==> config.mk <==
export PLATFORM = sky130hd
export DESIGN_NAME = resp_rx
export DESIGN_NICKNAME = d
export VERILOG_FILES = /design/src/rtl/resp_rx.sv
export SDC_FILE = /design/constraint.sdc
export NUM_CORES = 1
export LEC_CHECK = 0
export ABC_AREA = 1
export CAP_MARGIN = 25
export CORE_AREA = 2 2 159 114
export DETAILED_ROUTE_END_ITERATION = 7
export DIE_AREA = 0 0 161 116
export DONT_BUFFER_PORTS = 1
export PLACE_DENSITY = 0.51
export SLEW_MARGIN = 20
export SYNTH_ARGS = -nofsm -noshare
export SYNTH_HDL_FRONTEND = slang
export SYNTH_SLANG_ARGS = --single-unit
==> constraint.sdc <==
create_clock -name clk -period 2.96 [get_ports clk]
set_input_delay 0.148 -clock clk [delete_from_list [all_inputs] [get_ports clk]]
set_output_delay 0.148 -clock clk [all_outputs]
set_load 0.005 [all_outputs]
==> src/rtl/resp_rx.sv <==
module resp_rx #(
  parameter int HALF         = 4,
  parameter int TIMEOUT_CLKS = 16,
  parameter int MAX_BYTES    = 4
) (
  input  logic                               clk,
  input  logic                               rst_n,
  input  logic                               start,
  input  logic [$clog2(MAX_BYTES+1)-1:0]     size_bytes,
  input  logic                               sda_in,
  output logic                               scl_out,
  output logic                               busy,
  output logic                               done,
  output logic [2:0]                         result,
  output logic [1:0]                         slave_id,
  output logic [1:0]                         tag,
  output logic [8*MAX_BYTES-1:0]             data_out
);
  localparam int SW = $clog2(MAX_BYTES+1);
  localparam int DW = 8*MAX_BYTES;
  localparam int PW = $clog2(2*HALF);
  localparam int CW = $clog2(DW) + 1;
  localparam int TW = $clog2(TIMEOUT_CLKS+1);
  localparam logic [2:0] RES_TIMEOUT = 3'd4;
  localparam logic [2:0] RES_NODEV   = 3'd5;
  localparam logic [2:0] RES_BADCRC  = 3'd6;

  typedef enum logic [2:0] {S_IDLE, S_HUNT, S_HDR, S_DATA, S_CRC} st_t;

  st_t            st;
  logic [PW-1:0]  ph;
  logic [CW-1:0]  cnt;
  logic [TW-1:0]  hunt;
  logic           s1, s2;
  logic [3:0]     crc, hdr;
  logic [DW-1:0]  shreg;
  logic           anyone;
  logic [SW-1:0]  size_q;

  wire       smp       = (st != S_IDLE) && (ph == PW'(HALF-1));
  wire       bit_in    = ~s2;
  wire [3:0] crc_nx    = {crc[2:0], 1'b0} ^ (((crc[3] ^ bit_in) != 1'b0) ? 4'b0011 : 4'b0000);
  wire [1:0] tag_nx    = {hdr[0], bit_in};
  wire       data_last = cnt == ((CW'(size_q) << 3) - CW'(1));
  wire       any_nx    = anyone | bit_in;
  wire       crc_ok    = crc_nx == 4'd0;

  assign busy    = st != S_IDLE;
  assign scl_out = !(busy && ph < PW'(HALF));

  always_ff @(posedge clk or negedge rst_n) begin
    if (!rst_n) begin
      s1 <= 1'b1;
      s2 <= 1'b1;
    end else begin
      s1 <= sda_in;
      s2 <= s1;
    end
  end

  always_ff @(posedge clk or negedge rst_n) begin
    if (!rst_n) begin
      st       <= S_IDLE;
      ph       <= '0;
      cnt      <= '0;
      hunt     <= '0;
      crc      <= '0;
      hdr      <= '0;
      shreg    <= '0;
      anyone   <= 1'b0;
      size_q   <= '0;
      done     <= 1'b0;
      result   <= '0;
      slave_id <= '0;
      tag      <= '0;
      data_out <= '0;
    end else begin
      done <= 1'b0;
      if (st == S_IDLE) begin
        ph <= '0;
        if (start) begin
          st     <= S_HUNT;
          cnt    <= '0;
          hunt   <= '0;
          crc    <= '0;
          hdr    <= '0;
          shreg  <= '0;
          anyone <= 1'b0;
          size_q <= size_bytes;
        end
      end else begin
        ph <= (ph == PW'(2*HALF-1)) ? '0 : ph + PW'(1);
        if (smp) begin
          case (st)
            S_HUNT: begin
              if (bit_in) begin
                st  <= S_HDR;
                crc <= crc_nx;
              end else if (hunt == TW'(TIMEOUT_CLKS-1)) begin
                st       <= S_IDLE;
                done     <= 1'b1;
                result   <= RES_TIMEOUT;
                tag      <= '0;
                slave_id <= '0;
                data_out <= '0;
              end else begin
                hunt <= hunt + TW'(1);
              end
            end
            S_HDR: begin
              hdr    <= {hdr[2:0], bit_in};
              crc    <= crc_nx;
              anyone <= any_nx;
              if (cnt == CW'(3)) begin
                cnt <= '0;
                st  <= (tag_nx == 2'd0 && size_q != '0) ? S_DATA : S_CRC;
              end else begin
                cnt <= cnt + CW'(1);
              end
            end
            S_DATA: begin
              shreg  <= {shreg[DW-2:0], bit_in};
              crc    <= crc_nx;
              anyone <= any_nx;
              if (data_last) begin
                cnt <= '0;
                st  <= S_CRC;
              end else begin
                cnt <= cnt + CW'(1);
              end
            end
            S_CRC: begin
              crc    <= crc_nx;
              anyone <= any_nx;
              if (cnt == CW'(3)) begin
                st       <= S_IDLE;
                done     <= 1'b1;
                tag      <= hdr[1:0];
                slave_id <= hdr[3:2];
                result   <= crc_ok ? {1'b0, hdr[1:0]} : (any_nx ? RES_BADCRC : RES_NODEV);
                data_out <= (crc_ok && hdr[1:0] == 2'd0) ? shreg : '0;
              end else begin
                cnt <= cnt + CW'(1);
              end
            end
            default: st <= S_IDLE;
          endcase
        end
      end
    end
  end


  done_pulse_chk: assert property (@(posedge clk) disable iff (!rst_n) done |=> !done);

  done_idle_chk: assert property (@(posedge clk) disable iff (!rst_n) done |-> !busy);

  scl_low_chk: assert property (@(posedge clk) disable iff (!rst_n) $fell(scl_out) |=> !scl_out);

  size_hold_chk: assert property (@(posedge clk) disable iff (!rst_n) (busy && $past(busy)) |-> $stable(size_q));

  tag_result_chk: assert property (@(posedge clk) disable iff (!rst_n) (done && result < 3'd4) |-> result[1:0] == tag);

  data_zero_chk: assert property (@(posedge clk) disable iff (!rst_n) (done && result != 3'd0) |-> data_out == '0);
endmodule

# ---- Word-level counts from Yosys, hierarchy flattened
# Cells that the tools add are included.
dict set report word_totals {
  ff_bits 103
  out_inout_bits 42
}
dict set report classes {
  addsub 4
  n_lt_le_gt_ge 1
  eq_ne 20
  n_mux 65
  bitwise 5
  reduce_logical 30
}
# op count
set ops {}
lappend ops {{2-to-1 mux 32 bit} 8}
lappend ops {{case mux 32 bit (2 select lines)} 1}
lappend ops {{2-to-1 mux 3 bit} 15}
lappend ops {{2-to-1 mux 6 bit} 6}
lappend ops {{2-to-1 mux 5 bit} 6}
lappend ops {{2-to-1 mux 4 bit} 7}
lappend ops {{case mux 6 bit (3 select lines)} 1}
lappend ops {{!= test 3 bit (second input constant)} 5}
lappend ops {{nonzero test 2 bit} 7}
lappend ops {{2-to-1 mux 2 bit} 6}
lappend ops {{case mux 3 bit (4 select lines)} 1}
lappend ops {{AND reduction 6 bit} 2}
lappend ops {{!= test 2 bit (second input constant)} 5}
lappend ops {{equality test 3 x 2 -> 1 bit (second input constant)} 3}
lappend ops {{2-to-1 mux 1 bit} 9}
lappend ops {{AND reduction 3 bit} 3}
lappend ops {{nonzero test 3 bit} 3}
lappend ops {{case mux 2 bit (2 select lines)} 2}
lappend ops {{case mux 4 bit (2 select lines)} 1}
lappend ops {{AND reduction 4 bit} 2}
lappend ops {{adder 6 x 1 -> 6 bit (second input constant)} 1}
lappend ops {{equality test 3 bit (second input constant)} 2}
lappend ops {{equality test 6 x 2 -> 1 bit (second input constant)} 1}
lappend ops {{equality test 6 bit} 1}
lappend ops {{other kinds (22)} 27}

# ---- Logic depth before layout (Yosys ltp)
dict set report logic_depth {
  word_depth 9
  ltp_mapped 12
}

# ---- Least setup slack after synthesis
# Ideal clock, no wire load.
dict set report synth_timing {
  kind {reg-to-reg}
  start {register s2}
  end {register data_out[10]}
  setup_ps 76
  t_arrival_ps 1729
  t_required_ps 2884
  slack_ps 1154
  path_stages_with_launch 10
  n_path_buf 1
  period_less_slack_ps 1806
  cell_sequence {dfstp_2 > xor2_1 > ha_1 > nand2_1 > nor2_1 > inv_1 > nor3_2 > buf_2 > nand2_1 > o21ai_1}
}
dict set report synth_via {
  elab_chain_len 9
  elab_cells_between_ends 11
  cone_classes {eq/ne: 1; mux: 4; bitwise: 3; reduce/logical: 3}
}
# element line_no
set synth_rtl {}
lappend synth_rtl {{start, declared} 34} ;# logic s1, s2;
lappend synth_rtl {{start signal, assigned} 54} ;# s2 <= 1'b1;
lappend synth_rtl {{start signal, assigned} 57} ;# s2 <= s1;
lappend synth_rtl {{inverter 1 bit} 41} ;# wire bit_in = ~s2;
lappend synth_rtl {{bitwise XOR 1 bit} 42} ;# wire [3:0] crc_nx = {crc[2:0], 1'b0} ^ (((crc[3] ^ bit_in) != 1'b0) ? 4'b0011 : 4'b0000);
lappend synth_rtl {{2-to-1 mux 2 bit} 42}
lappend synth_rtl {{bitwise XOR 4 x 2 -> 4 bit} 42}
lappend synth_rtl {{zero test 4 bit} 46} ;# wire crc_ok = crc_nx == 4'd0;
lappend synth_rtl {{logical AND 1 bit} 141} ;# data_out <= (crc_ok && hdr[1:0] == 2'd0) ? shreg : '0;
lappend synth_rtl {{2-to-1 mux 32 bit} 141}
lappend synth_rtl {{2-to-1 mux 32 bit} 135} ;# if (cnt == CW'(3)) begin
lappend synth_rtl {{case mux 32 bit (2 select lines)} 94} ;# case (st)
lappend synth_rtl {{end signal, assigned} 141}
lappend synth_rtl {{end, declared} 17} ;# output logic [8*MAX_BYTES-1:0] data_out
# Several ways; a longest one is shown, not always the timed one. The select of a mux whose other input is x is not followed.
# A chain may end at the register's enable or synchronous reset.

# ---- Worst setup path in the final report
dict set report layout_timing {
  start {register hunt[1]}
  end {register data_out[24]}
}
dict set report layout_via {
  elab_chain_len 3
}
# element line_no
set layout_rtl {}
lappend layout_rtl {{start, declared} 33} ;# logic [TW-1:0] hunt;
lappend layout_rtl {{start signal, assigned} 107} ;# hunt <= hunt + TW'(1);
lappend layout_rtl {{equality test 5 x 4 -> 1 bit} 99} ;# end else if (hunt == TW'(TIMEOUT_CLKS-1)) begin
lappend layout_rtl {{!= test 2 bit (no source line)} -}
lappend layout_rtl {{AND reduction 6 bit (no source line)} -}
# No other way between the ends.

==> impl_metrics.py <==
metrics = {
    "worst_setup_path": {
        "arrival_ps": 2470,
        "worstSetupStartpointType": "register",
        "cp.required_ps": 3160,
        "critPathCaptureType": "register",
        "path_class": "reg -> reg",
        "critPathMaxFanout": 40,
    },
    "layout": {
        "drive_gt1_frac": 0.09843,
        "utilization": 0.3021,
        "syn_to_final_growth_pct": 12.33,
        "final_cell_area_um2": 5141,
        "final_nets": 519,
        "diodes": 0,
        "nFillCells": 1808,
    },
    "yosys": {
        "synth_cell_types": 33,
        "yosys.area.top_type": "dfrtp_1",
        "synthFlopType": "dfrtp_1",
        "synth_enable_flop_cells": 0,
        "yosys_warnings": 0,
        "synth_top_area_frac": 0.5522,
        "synthArstFlopShare": 1.000,
        "synth_area_leaders": "dfrtp_1 (55%), nand2_1 (11%), inv_1 (4.8%)",
        "yosysSeqAreaShare": 0.5637,
        "synth_area_um2": 4577,
        "ys_ff_latch": 103,
        "synth_nets": 518,
        "syn_inst": 502,
        "avgSynthCellArea_um2": 9.117,
    },
    "route": {
        "drtPass1Iterations": 5,
        "antenna_left": 0,
        "wl_per_cell_um": 13.76,
        "drtIter0Drc": 270,
        "drc_errors": 0,
        "num_vias": 3304,
        "viasPerCell": 4.471,
        "routed_wl_mm": 10.17,
    },
    "sta": {
        "setup_viol": 0,
        "rsz0062_at_grt": "no",
        "worst_slew_pin_slew_ps": 799.6,
        "max_freq_ghz": 0.4404,
        "hold_viol": 0,
        "min_period_ps": 2271,
        "max-slew-margin-rel": 0.4650,
        "maxSlewViolCount": 0,
        "clock_skew_ps": 9.494,
        "finalSetupTns_ps": 0,
        "final.period_utilization": 0.7671,
    },
    "grt": {
        "grt_usage": 0.1137,
        "antenna_found_initial": 0,
        "grt_pass1_wl_mm": 16.88,
        "grt_max_degree": 104,
        "grt_pass1_vias": 3212,
        "grt.overflow.total": 0,
    },
    "clock_tree": {
        "root_buffer": "clkbuf_16",
        "clock_latency_ps": 350,
        "cts_buffers": 9,
        "cts.repair.resized": 0,
        "cts_tree": "yes",
        "clockBufferDepth": 2,
        "cts_post_setup_buffers_inserted": 0,
        "clk_pin_slew_worst_paths_ps": 80,
        "cts_num_sinks": 103,
        "h-tree-depth": 3,
        "postCtsHoldBufs": 6,
    },
    "floorplanning": {
        "initial_core_util": 0.2690,
        "die_area_um2": 18680,
        "coreArea_um2": 17020,
        "die_h_um": 116,
        "num_rows": 40,
        "dieWidth_um": 161,
        "io_pins": 49,
    },
    "hold_path": {
        "worstHoldPathType": "in -> reg",
    },
    "placement": {
        "place_congestion": 0.7797,
        "dp.final_hpwl_mm": 6.922,
        "dpl_cell_area_um2": 4762,
        "portBuffers": 0,
    },
    "outcome": {
        "run_status": "finished, final reports clean",
    },
    "pwr": {
        "power_uw": 4235,
        "power_density_nw_per_um2": 823.6,
        "power.leakage_uw": 0.002271,
        "ir_worst_vdd_v": 0.0004477,
    },
    "run": {
        "maxCapViolCount": 0,
    },
}
## cell families (layout without fill, tap and decap cells)
logic type	count (synthesis)	after routing	synth area share
adders and majority gates	9	9	0.02460
DFF	103	103	0.5637
and+or+nand+nor	205	205	0.2012
AOI/OAI and AO/OA	97	97	0.1189
xor gates and xnor gates	5	5	0.009568
buffers and inverters	83	89	0.08201
## final timing paths
path	endpoint	slack [ps]	start	cells after the start
setup / recovery	data_out[24]$_DFFE_PN0P_	690	hunt[1]$_DFFE_PN0P_	9
hold / removal	size_q[1]$_DFFE_PN0P_	230	start	2
setup reg to reg	data_out[24]$_DFFE_PN0P_	690	hunt[1]$_DFFE_PN0P_	9
hold reg to reg	s2$_DFF_PN1_	390	s1$_DFF_PN1_	0
max in group asynchronous	s2$_DFF_PN1_	2140	rst_n	2
min in group asynchronous	data_out[13]$_DFFE_PN0P_	430	rst_n	2
## cells in the mapped netlist (all sizes together) (5+ instances only)
| cell | count |
|---|---|
| inv | 64 |
| nand2 | 147 |
| a21oi | 13 |
| nor3 | 5 |
| nand3 | 17 |
| o21ai | 50 |
| nand4 | 5 |
| buf | 16 |
| o22ai | 30 |
| nor2 | 29 |
| ha | 9 |
| dfrtp | 101 |
## where the power goes
| part | switching [uW] | internal [uW] | leakage, uW |
|---|---|---|---|
| combinational | 940 | 392 | 0.000722 |
| sequential | 147 | 1570 | 0.00140 |
| clock | 587 | 598 | 0.000147 |
## state kept, by name, summed over array words and instances (netlist names)
name / cells
anyone: 1
cnt: 6
crc: 4
data_out: 32
done: 1
hdr: 4
hunt: 5
ph: 3
result: 3
s1: 1
s2: 1
shreg: 32
size_q: 3
slave_id: 2
st: 3
tag: 2
## placed cells by master, fill, tap and decap left out, drive strengths merged, types with 4 or more instances in the layout
cell type	instances
nor3	5
nand3	17
buf	4
nand2	147
clkbuf	9
o21ai	50
nor2	29
inv	67
xor2	4
nand4	5
dlygate4sd3	5
ha	9
o22ai	30
clkinv	4
a21oi	13
dfrtp	101
## through the flow
| step | setup WS, ps | hold slack, ps | std cells |
|---|---|---|---|
| floorplan | 1154 | -147.6 | 502 |
| global placement | 756.4 | -145.1 | 717 |
| detailed placement | 713.5 | -144.0 | 717 |
| CTS | 686.0 | 238.4 | 739 |
| global route | 495.4 | 267.3 | 739 |
| finish | 689.5 | 230.8 | 739 |
## critical path, stage by stage (launching register included)
cell     delay, ps
dfrtp_1        380
ha_1           170
nand2_1         80
nor2_1         110
ha_1           210
nand3_2        110
a21oi_4        210
nand2_2        500
nand2_1        220
o21ai_1        120
## cell type report
type	count	area (um^2)	area share
repair buffers	9	100.1	0.01947
well taps	231	289.0	0.05622
clock inverters	7	76.32	0.01485
inverters	64	242.7	0.04721
clock buffers	9	225.2	0.04381
flip-flops and latches	103	2580	0.5018
multi-input cells	316	1628	0.3166
## per-layer routing
layer  global-route usage  routed length [um]
met5                    0                   0
met4              0.03155                  83
met3              0.03901                 611
met2               0.1654                4293
met1               0.1610                5180
No activity file was read; power rests on OpenSTA's default activity.
